**config.mk**
```make
export PLATFORM = sky130hd
export DESIGN_NAME = i2c_byte_master
export DESIGN_NICKNAME = d
export VERILOG_FILES = /design/src/rtl/i2cm_pkg.sv /design/src/rtl/i2cm_tick.sv /design/src/rtl/i2cm_bus_watch.sv /design/src/rtl/i2c_byte_master.sv
export SDC_FILE = /design/constraint.sdc
export NUM_CORES = 1
export LEC_CHECK = 0
export BUFFER_PORTS_ARGS = -buffer_cell sky130_fd_sc_hd__buf_2
export CAP_MARGIN = 40
export CORE_MARGIN = 4
export CORE_UTILIZATION = 31
export CTS_CLUSTER_SIZE = 16
export DETAILED_ROUTE_END_ITERATION = 7
export PLACE_DENSITY = 0.52
export SYNTH_ARGS = -nofsm -noshare
export SYNTH_HDL_FRONTEND = slang
export SYNTH_HIERARCHICAL = 1
export SYNTH_SLANG_ARGS = --single-unit
```
**constraint.sdc**
```tcl
create_clock -name clk -period 1.6 [get_ports clk]
set_input_delay 0.4 -clock clk [delete_from_list [all_inputs] [get_ports clk]]
set_output_delay 0.4 -clock clk [all_outputs]
set_load 0.02 [all_outputs]
```
**src/rtl/i2cm_pkg.sv**
```systemverilog
`timescale 1ns/1ps
package i2cm_pkg;
    localparam int BYTE_W  = 8;
    localparam int DIV_W   = 4;
    localparam int BIT_CW  = $clog2(BYTE_W + 1);

    localparam logic [1:0] A_CTRL = 2'd0;
    localparam logic [1:0] A_STAT = 2'd1;
    localparam logic [1:0] A_OWN  = 2'd2;
    localparam logic [1:0] A_DATA = 2'd3;

    // control field positions
    localparam int CT_PEND = 4;
    localparam int CT_IE   = 5;
    localparam int CT_PRE  = 6;
    localparam int CT_ACK  = 7;
    // status field positions
    localparam int SR_NACK = 0;
    localparam int SR_TXEN = 4;
    localparam int SR_BUSY = 5;

    typedef enum logic [2:0] {E_IDLE, E_START, E_BITS, E_HOLD, E_STOP} eng_t;

    typedef struct packed {
        eng_t              st;
        logic [1:0]        ph;
        logic [BIT_CW-1:0] bitn;
        logic              rx;
        logic [BYTE_W-1:0] ctrl;
        logic [1:0]        mode;
        logic              txen;
        logic              nack;
        logic [BYTE_W-2:0] own;
        logic [BYTE_W-1:0] data;
        logic              scl_oe;
        logic              sda_oe;
        logic              stop_req;
        logic              rs_req;
    } core_t;
endpackage

```
**src/rtl/i2cm_tick.sv**
```systemverilog
`timescale 1ns/1ps
module i2cm_tick #(
    parameter int PRE_LO = 16,
    parameter int PRE_HI = 512,
    parameter int DIV_W  = 4
) (
    input  logic             clk,
    input  logic             rst_n,
    input  logic             en,
    input  logic             sel_hi,
    input  logic [DIV_W-1:0] div,
    output logic             tick
);
    // one tick per quarter of an SCL period
    localparam int Q_LO = PRE_LO / 4;
    localparam int Q_HI = PRE_HI / 4;
    localparam int CW   = $clog2(Q_HI);

    typedef struct packed {
        logic [CW-1:0]    pre;
        logic [DIV_W-1:0] dv;
        logic             tick;
    } tk_t;

    tk_t q, d;
    logic [CW-1:0] pre_lim;

    always_comb begin
        pre_lim = sel_hi ? CW'(Q_HI - 1) : CW'(Q_LO - 1);
        d       = q;
        d.tick  = 1'b0;
        if (!en) begin
            d.pre = '0;
            d.dv  = '0;
        end else if (q.pre < pre_lim) begin
            d.pre = q.pre + 1'b1;
        end else begin
            d.pre = '0;
            if (q.dv < div) begin
                d.dv = q.dv + 1'b1;
            end else begin
                d.dv   = '0;
                d.tick = 1'b1;
            end
        end
    end

    always_ff @(posedge clk) begin
        if (!rst_n) q <= '0;
        else        q <= d;
    end

    assign tick = q.tick;
endmodule

```
**src/rtl/i2cm_bus_watch.sv**
```systemverilog
`timescale 1ns/1ps
module i2cm_bus_watch (
    input  logic clk,
    input  logic rst_n,
    input  logic scl_in,
    input  logic sda_in,
    output logic busy
);
    typedef struct packed {
        logic scl_p;
        logic sda_p;
        logic busy;
    } bw_t;

    bw_t q, d;

    always_comb begin
        d       = q;
        d.scl_p = scl_in;
        d.sda_p = sda_in;
        if (q.scl_p && scl_in && q.sda_p && !sda_in)      d.busy = 1'b1;
        else if (q.scl_p && scl_in && !q.sda_p && sda_in) d.busy = 1'b0;
    end

    always_ff @(posedge clk) begin
        if (!rst_n) q <= '{scl_p: 1'b1, sda_p: 1'b1, busy: 1'b0};
        else        q <= d;
    end

    assign busy = q.busy;
endmodule

```
**src/rtl/i2c_byte_master.sv**
```systemverilog
`timescale 1ns/1ps
module i2c_byte_master
    import i2cm_pkg::*;
#(
    parameter int PRE_LO = 16,
    parameter int PRE_HI = 512
) (
    input  logic              clk,
    input  logic              rst_n,
    input  logic              reg_wr,
    input  logic [1:0]        reg_addr,
    input  logic [BYTE_W-1:0] reg_wdata,
    output logic [BYTE_W-1:0] reg_rdata,
    output logic              irq,
    output logic              scl_oe,
    input  logic              scl_in,
    output logic              sda_oe,
    input  logic              sda_in
);
    core_t q, d;
    logic  tick, busy, run;
    logic  wr_ctl, wr_sta, wr_own, wr_dat;

    assign run = (q.st == E_START) || (q.st == E_BITS) || (q.st == E_STOP);

    i2cm_tick #(.PRE_LO(PRE_LO), .PRE_HI(PRE_HI), .DIV_W(DIV_W)) u_tick (
        .clk(clk), .rst_n(rst_n), .en(run), .sel_hi(q.ctrl[CT_PRE]),
        .div(q.ctrl[DIV_W-1:0]), .tick(tick)
    );

    i2cm_bus_watch u_watch (
        .clk(clk), .rst_n(rst_n), .scl_in(scl_in), .sda_in(sda_in), .busy(busy)
    );

    // value for the SDA pull-down in the bit slot described by s
    function automatic logic drive_bit(input core_t s);
        if (s.bitn == BIT_CW'(BYTE_W)) return s.rx ? s.ctrl[CT_ACK] : 1'b0;
        return s.rx ? 1'b0 : ~s.data[BYTE_W-1];
    endfunction

    always_comb begin
        d      = q;
        wr_ctl = reg_wr && (reg_addr == A_CTRL);
        wr_sta = reg_wr && (reg_addr == A_STAT);
        wr_own = reg_wr && (reg_addr == A_OWN);
        wr_dat = reg_wr && (reg_addr == A_DATA);

        if (wr_own) d.own  = reg_wdata[BYTE_W-2:0];
        if (wr_dat) d.data = reg_wdata;

        if (wr_sta) begin
            d.mode = reg_wdata[7:6];
            d.txen = reg_wdata[SR_TXEN];
            if (reg_wdata[SR_BUSY] && reg_wdata[7] && reg_wdata[SR_TXEN]) begin
                if (q.st == E_IDLE && !busy) begin
                    d.st     = E_START;
                    d.ph     = 2'd0;
                    d.scl_oe = 1'b1;
                    d.sda_oe = 1'b0;
                end else if (q.st == E_HOLD) begin
                    d.rs_req = 1'b1;
                end
            end else if (!reg_wdata[SR_BUSY] && q.mode[1] && q.st == E_HOLD) begin
                d.stop_req = 1'b1;
            end
        end

        if (wr_ctl) begin
            d.ctrl          = reg_wdata;
            d.ctrl[CT_PEND] = q.ctrl[CT_PEND] & reg_wdata[CT_PEND];
            if (q.st == E_HOLD && q.ctrl[CT_PEND] && !reg_wdata[CT_PEND]) begin
                d.stop_req = 1'b0;
                d.rs_req   = 1'b0;
                d.ph       = 2'd0;
                d.scl_oe   = 1'b1;
                if (q.stop_req) begin
                    d.st     = E_STOP;
                    d.sda_oe = 1'b1;
                end else if (q.rs_req) begin
                    d.st     = E_START;
                    d.sda_oe = 1'b0;
                end else begin
                    d.st     = E_BITS;
                    d.bitn   = '0;
                    d.rx     = (q.mode == 2'b10);
                    d.sda_oe = drive_bit(d);
                end
            end
        end

        if (tick) begin
            case (q.st)
                E_START: begin
                    d.ph = q.ph + 2'd1;
                    case (q.ph)
                        2'd0: d.scl_oe = 1'b0;
                        2'd1: d.sda_oe = 1'b1;
                        2'd2: d.scl_oe = 1'b1;
                        default: begin
                            d.st     = E_BITS;
                            d.ph     = 2'd0;
                            d.bitn   = '0;
                            d.rx     = 1'b0;
                            d.sda_oe = drive_bit(d);
                        end
                    endcase
                end
                E_BITS: begin
                    d.ph = q.ph + 2'd1;
                    case (q.ph)
                        2'd1: begin
                            d.scl_oe = 1'b0;
                            if (q.bitn < BIT_CW'(BYTE_W)) d.data = {q.data[BYTE_W-2:0], sda_in};
                            else if (!q.rx)               d.nack = sda_in;
                        end
                        2'd3: begin
                            d.scl_oe = 1'b1;
                            d.ph     = 2'd0;
                            if (q.bitn == BIT_CW'(BYTE_W)) begin
                                d.st            = E_HOLD;
                                d.sda_oe        = 1'b0;
                                d.ctrl[CT_PEND] = 1'b1;
                            end else begin
                                d.bitn   = q.bitn + 1'b1;
                                d.sda_oe = drive_bit(d);
                            end
                        end
                        default: ;
                    endcase
                end
                E_STOP: begin
                    d.ph = q.ph + 2'd1;
                    case (q.ph)
                        2'd0: d.scl_oe = 1'b0;
                        2'd1: d.sda_oe = 1'b0;
                        default: begin
                            d.st = E_IDLE;
                            d.ph = 2'd0;
                        end
                    endcase
                end
                default: ;
            endcase
        end
    end

    always_ff @(posedge clk) begin
        if (!rst_n) q <= '0;
        else        q <= d;
    end

    always_comb begin
        case (reg_addr)
            A_CTRL:  reg_rdata = q.ctrl;
            A_STAT:  reg_rdata = {q.mode, busy, q.txen, 3'b000, q.nack};
            A_OWN:   reg_rdata = {1'b0, q.own};
            default: reg_rdata = q.data;
        endcase
    end

    assign scl_oe = q.scl_oe;
    assign sda_oe = q.sda_oe;
    assign irq    = q.ctrl[CT_PEND] & q.ctrl[CT_IE];

    AST_SCL_LOW_WHILE_PENDING: assert property (@(posedge clk) disable iff (!rst_n)
        q.ctrl[CT_PEND] |-> q.scl_oe);
    AST_PEND_RISES_AFTER_BYTE: assert property (@(posedge clk) disable iff (!rst_n)
        $rose(q.ctrl[CT_PEND]) |-> ($past(q.st) == E_BITS));
    AST_SDA_STEADY_SCL_HIGH: assert property (@(posedge clk) disable iff (!rst_n)
        (q.st == E_BITS && $past(q.st) == E_BITS && !q.scl_oe) |-> $stable(q.sda_oe));
    AST_BUSY_DURING_BYTE: assert property (@(posedge clk) disable iff (!rst_n)
        (q.st == E_BITS) |-> busy);
endmodule

```
Word level (Yosys, flattened, before mapping)
Cells that the tools add are included.

Flip-flop bits (word level): 56. Input bits: 15. Output and inout bits: 11. Word-level logic and storage cells: 145.

Add/sub/neg operators: 4. $lt $le $gt $ge: 3. Eq/ne operators: 13. Multiplexer cells: 63. Bitwise operators: 7. Reductions and logical operators: 34.

Operator list (number): two-way mux 10 bit (4); two-way mux 8 bit (4); two-way mux 5 bit (6); two-way mux 1 bit (29); case mux 8 bit (3 select lines) (1); two-way mux 4 bit (5); two-way mux 18 bit (1); logical AND 1 bit (16); case mux 5 bit (3 select lines) (1); equality test 2 bit, second input constant (5); two-way mux 9 bit (1); adder 4 x 1 -> 4 bit, second input constant (2); equality test 4 bit, second input constant (2); case mux 4 bit (2 select lines) (1); adder 7 x 1 -> 7 bit, second input constant (1); < comparator 7 bit (1); two-way mux 7 bit (1); equality test 3 x 2 -> 1 bit, second input constant (2); two-way mux 2 bit (3); two-way mux 3 bit (2); case mux 1 bit (2 select lines) (3); case mux 2 bit (3 select lines) (1); OR reduction 3 bit (2); logical NOT 1 bit (5); 16 further kinds (25).

Depth between registers and ports, before layout
Word-level depth: 14. Gate-level depth with buffers: 8. Gate-level depth less buffers: 8.

By module
Netlist, hierarchy kept.

Modules (own cells, without submodules): i2c_byte_master (instances 1, cells each 272, area each 2433.6 um^2, seq. area each 820.8 um^2); i2cm_tick (instances 1, cells each 75, area each 699.4 um^2, seq. area each 240.2 um^2); i2cm_bus_watch (instances 1, cells each 11, area each 103.8 um^2, seq. area each 60.1 um^2).

Least setup slack after synthesis
OpenSTA, ideal clock, no wires.

Path kind: input-to-output. From: input reg_addr[0]. To: output reg_rdata[0]. Arrival: 1.394 ns. Required time: 1.200 ns. Setup slack: -0.194 ns. Stages: 2. Path buffers: 1. Cell sequence: clkbuf_1 mux4_2.

Cells in the longest elaborated chain, start to end: 2. Elaborated cells between the ends (all ways): 4. Those cells by class: eq/ne (2); mux (1); reduce/logical (1).

RTL lines: start: declaration (line i2c_byte_master.sv:11) `input logic [1:0] reg_addr,`; equality test 2 bit, or another cell as far along (line i2c_byte_master.sv:153) `case (reg_addr)`; case mux 8 bit (3 select lines) * (line i2c_byte_master.sv:153); end: declaration (line i2c_byte_master.sv:13) `output logic [BYTE_W-1:0] reg_rdata,`.

Mark *: on every way between the ends. The rest lies on a longest branch, timed or not.

==> results_dict.tcl <==
set metrics [dict create \
    io_buffers 25 \
    p_sw_uw 683 \
    synth-seq-cells 56 \
    syn2layout_area_growth_pct 43.2 \
    hold_viol 0 \
    clkPwrFrac_pct 31.9 \
    synthCells 358 \
    period_needed_ns 1.79 \
    postRouteWirelength_mm 8.59 \
    drive_above_1_share_pct 42.9 \
    async_reset_ff_share_pct 0 \
    mostFrequentLayoutCells "buf_4 (66), dfxtp_1 (40), nand2_1 (31)" \
    drtAntennaViolNets 0 \
    yosysSeqAreaShare_pct 34.6 \
    die_area_um2 12100 \
    clk_latency_ns 0.31 \
    crit_fanout 2 \
    rows 37 \
    cts_max_path_buffers 2 \
    hold_start "scl_in" \
    drcViolationCount 0 \
    cts_sinks 56 \
    start_util_pct 31.6 \
    dp.cells 570 \
    grt_pass1_vias 2929 \
    worst_slack_ns -0.188 \
    pwr-share-comb_pct 12.9 \
    hpwl_mm 6.19 \
    h-tree-depth 2 \
    antenna_found_initial 0 \
    synth_cell_types 63 \
    p_seq_share_pct 55.2 \
    max_freq_ghz 0.559 \
    worstSetupPathType "reg2out" \
    rsz0062_at_grt "yes" \
    instances_no_fill 598 \
    r2r_slack_ns -0.13 \
    core_um2 10200 \
    timing.rr.end "u_tick/q[2]" \
    cp-start-kind "register" \
    num_vias 2926 \
    crit_path_end_kind "output port" \
    routed_via_density 4.89 \
    final_common_cell "buf_4" \
    synth-edff-count 0 \
    synthFlopType "dfxtp_1" \
    r2r_start "q[29]" \
    p_leak_uw 0.00208 \
    swShare_pct 26.2 \
    setup_viol 24 \
    cts_buffers 5 \
    grt_remaining_overflow 0 \
    worst_slew_pin_slew_ns 0.428 \
    cp.arrival_ns 1.39 \
    clkSlewWorstSetupHoldPaths_ns 0.11 \
    n_antenna_cell 0 \
    post_drt_wl_per_cell_um 14.4 \
    ios 26 \
    period_share_pct 112 \
    synth.avg_cell_area_um2 9.04 \
    grt_pass1_wl_mm 14.3 \
    ff2ff_path_depth 8 \
    violations "setup timing" \
    die_x_um 110 \
    holdCritPathClass "in2reg" \
    grt_usage_pct 14.8 \
    drt_iter0_markers 137 \
    cts_root_buf "clkbuf_8" \
    grt_max_degree 49 \
    yosysWarnings 6 \
    ctsHoldBuffers 0 \
    cts_tree "yes" \
    intPower_uw 1920 \
    required_ns 1.20 \
    cap_violations 0 \
    synthesis.nets 390 \
    peakVddDrop_mv 0.412 \
    maxSlewHeadroom_pct 70.7 \
    netlist_area_um2 3240 \
    globalplace.congestion 0.823 \
    dr.pass1.iters 4 \
    cellPowerDensity_nw_per_um2 562 \
    hold_end "u_watch/q[2]" \
    drv_slew 0 \
    die_y_um 110 \
    startpoint "q[29]" \
    worst_clock_skew_ns 0.00669 \
    status "finished with violations" \
    finalPower_uw 2610 \
    nets 493 \
    hold-path-cell-count 2 \
]
-- layout make-up --
cell class / count / area, um2
multi-input cells: 274 / 2220
well taps: 136 / 170
fillers: 996 / 5600
clock buffers: 5 / 68.8
repair buffers: 110 / 950
inverters: 14 / 57.6
flip-flops and latches: 56 / 1150
clock inverters: 3 / 27.5
-- registers in the layout, indices dropped and copies added, names as in the netlist --
name / count
u_watch/q: 2
u_watch/busy: 1
u_tick/tick: 1
u_tick/q: 11
sda_oe: 1
scl_oe: 1
q: 39
-- power by group through the flow --
stage	sequential, uW	clock, uW	combinational, uW
floorplan	1470	0	155
global placement	1470	0	269
detailed placement	1470	0	270
CTS	1440	874	331
global route	1440	933	364
finish	1440	832	336
-- worst max-delay path, cell delays in order (launching register included) --
cell,delay (ns)
dfxtp_2,0.34
buf_6,0.11
mux4_2,0.47
buf_6,0.15
-- how the worst max path moves through the flow --
stage                        end  slack [ns]  cells after the start
floorplan                 sda_oe       -0.10                      7
finish              reg_rdata[6]       -0.19                      3
CTS                 reg_rdata[6]       -0.20                      3
global placement          sda_oe       -0.37                      7
detailed placement        sda_oe       -0.37                      7
global route        reg_rdata[6]       -0.22                      3
-- per-stage QoR --
| stage | worst slack [ns] | hold slack, ns | utilization (%) | instance area (um2) | setup TNS [ns] |
|---|---|---|---|---|---|
| floorplan | -0.104 | 0.441 | - | 3280 | -0.335 |
| global placement | -0.366 | 0.465 | 39.1 | 4000 | -4.10 |
| detailed placement | -0.368 | 0.468 | 39.1 | 4000 | -4.40 |
| CTS | -0.197 | 0.303 | 44.2 | 4520 | -2.05 |
| global route | -0.224 | 0.318 | 45.3 | 4640 | -3.97 |
| finish | -0.188 | 0.318 | 45.3 | 4640 | -1.73 |
-- synthesized netlist by cell type (2+ instances only) --
| master | number | area share (%) |
|---|---|---|
| o21ai_0 | 9 | 1.4 |
| nor3_1 | 6 | 0.93 |
| nor3_4 | 2 | 1.0 |
| o22ai_1 | 5 | 0.97 |
| clkbuf_1 | 9 | 1.0 |
| ha_1 | 17 | 6.6 |
| mux2i_1 | 22 | 6.8 |
| o31ai_1 | 2 | 0.46 |
| nand3b_1 | 3 | 0.70 |
| nor2b_1 | 18 | 3.5 |
| or3_1 | 4 | 0.77 |
| xnor2_1 | 3 | 0.81 |
| a22o_1 | 5 | 1.4 |
| a21boi_0 | 8 | 1.9 |
| o21a_1 | 3 | 0.70 |
| o211a_1 | 9 | 2.8 |
| nor3b_1 | 3 | 0.70 |
| a21oi_1 | 11 | 1.7 |
| nand3_1 | 16 | 2.5 |
| mux4_2 | 4 | 2.8 |
| o21ai_1 | 2 | 0.31 |
| a32oi_1 | 2 | 0.54 |
| inv_1 | 14 | 1.6 |
| nand2b_4 | 2 | 0.85 |
| nand2_1 | 32 | 3.7 |
| and2_1 | 3 | 0.58 |
| nand3_2 | 2 | 0.62 |
| nor2_1 | 31 | 3.6 |
| xor2_1 | 3 | 0.81 |
| a31oi_1 | 3 | 0.58 |
| mux2_2 | 3 | 1.0 |
| a211oi_1 | 3 | 0.70 |
| buf_6 | 2 | 0.70 |
| nand2b_1 | 6 | 1.2 |
| o21ba_2 | 2 | 0.62 |
| and3_1 | 5 | 0.97 |
| dfxtp_1 | 56 | 35 |
| nand4_1 | 3 | 0.58 |
-- timing repair --
action / 4_1_cts / 5_1_grt
gates resized for setup: 82 / 25
setup buffers: 16 / 4
pin swaps: 20 / 19
setup endpoints to repair: 39 / 40
gates cloned: 1 / 0
-- metal layers --
layer  GRT usage, %  part of all wire, %  up-vias
met3           2.62                  2.5        5
met2           25.5                   49       32
li1               -                    -     1483
met1           19.4                   48     1406
met5              0                    0        -
met4           3.17                 0.55        0
-- kinds of logic (layout without fill, tap and decap cells) --
group                      count (synthesis)  after routing  synth area share (%)
and+or+nand+nor                          151            151                  26.5
AOI/OAI and AO/OA                         71             71                  16.0
DFF                                       56             56                  34.6
muxes                                     29             29                  10.6
buffers and inverters                     28            132                  4.10
adders and majority gates                 17             17                  6.57
xor gates and xnor gates                   6              6                  1.62
Note: power is estimated with default switching activity, not from simulation.
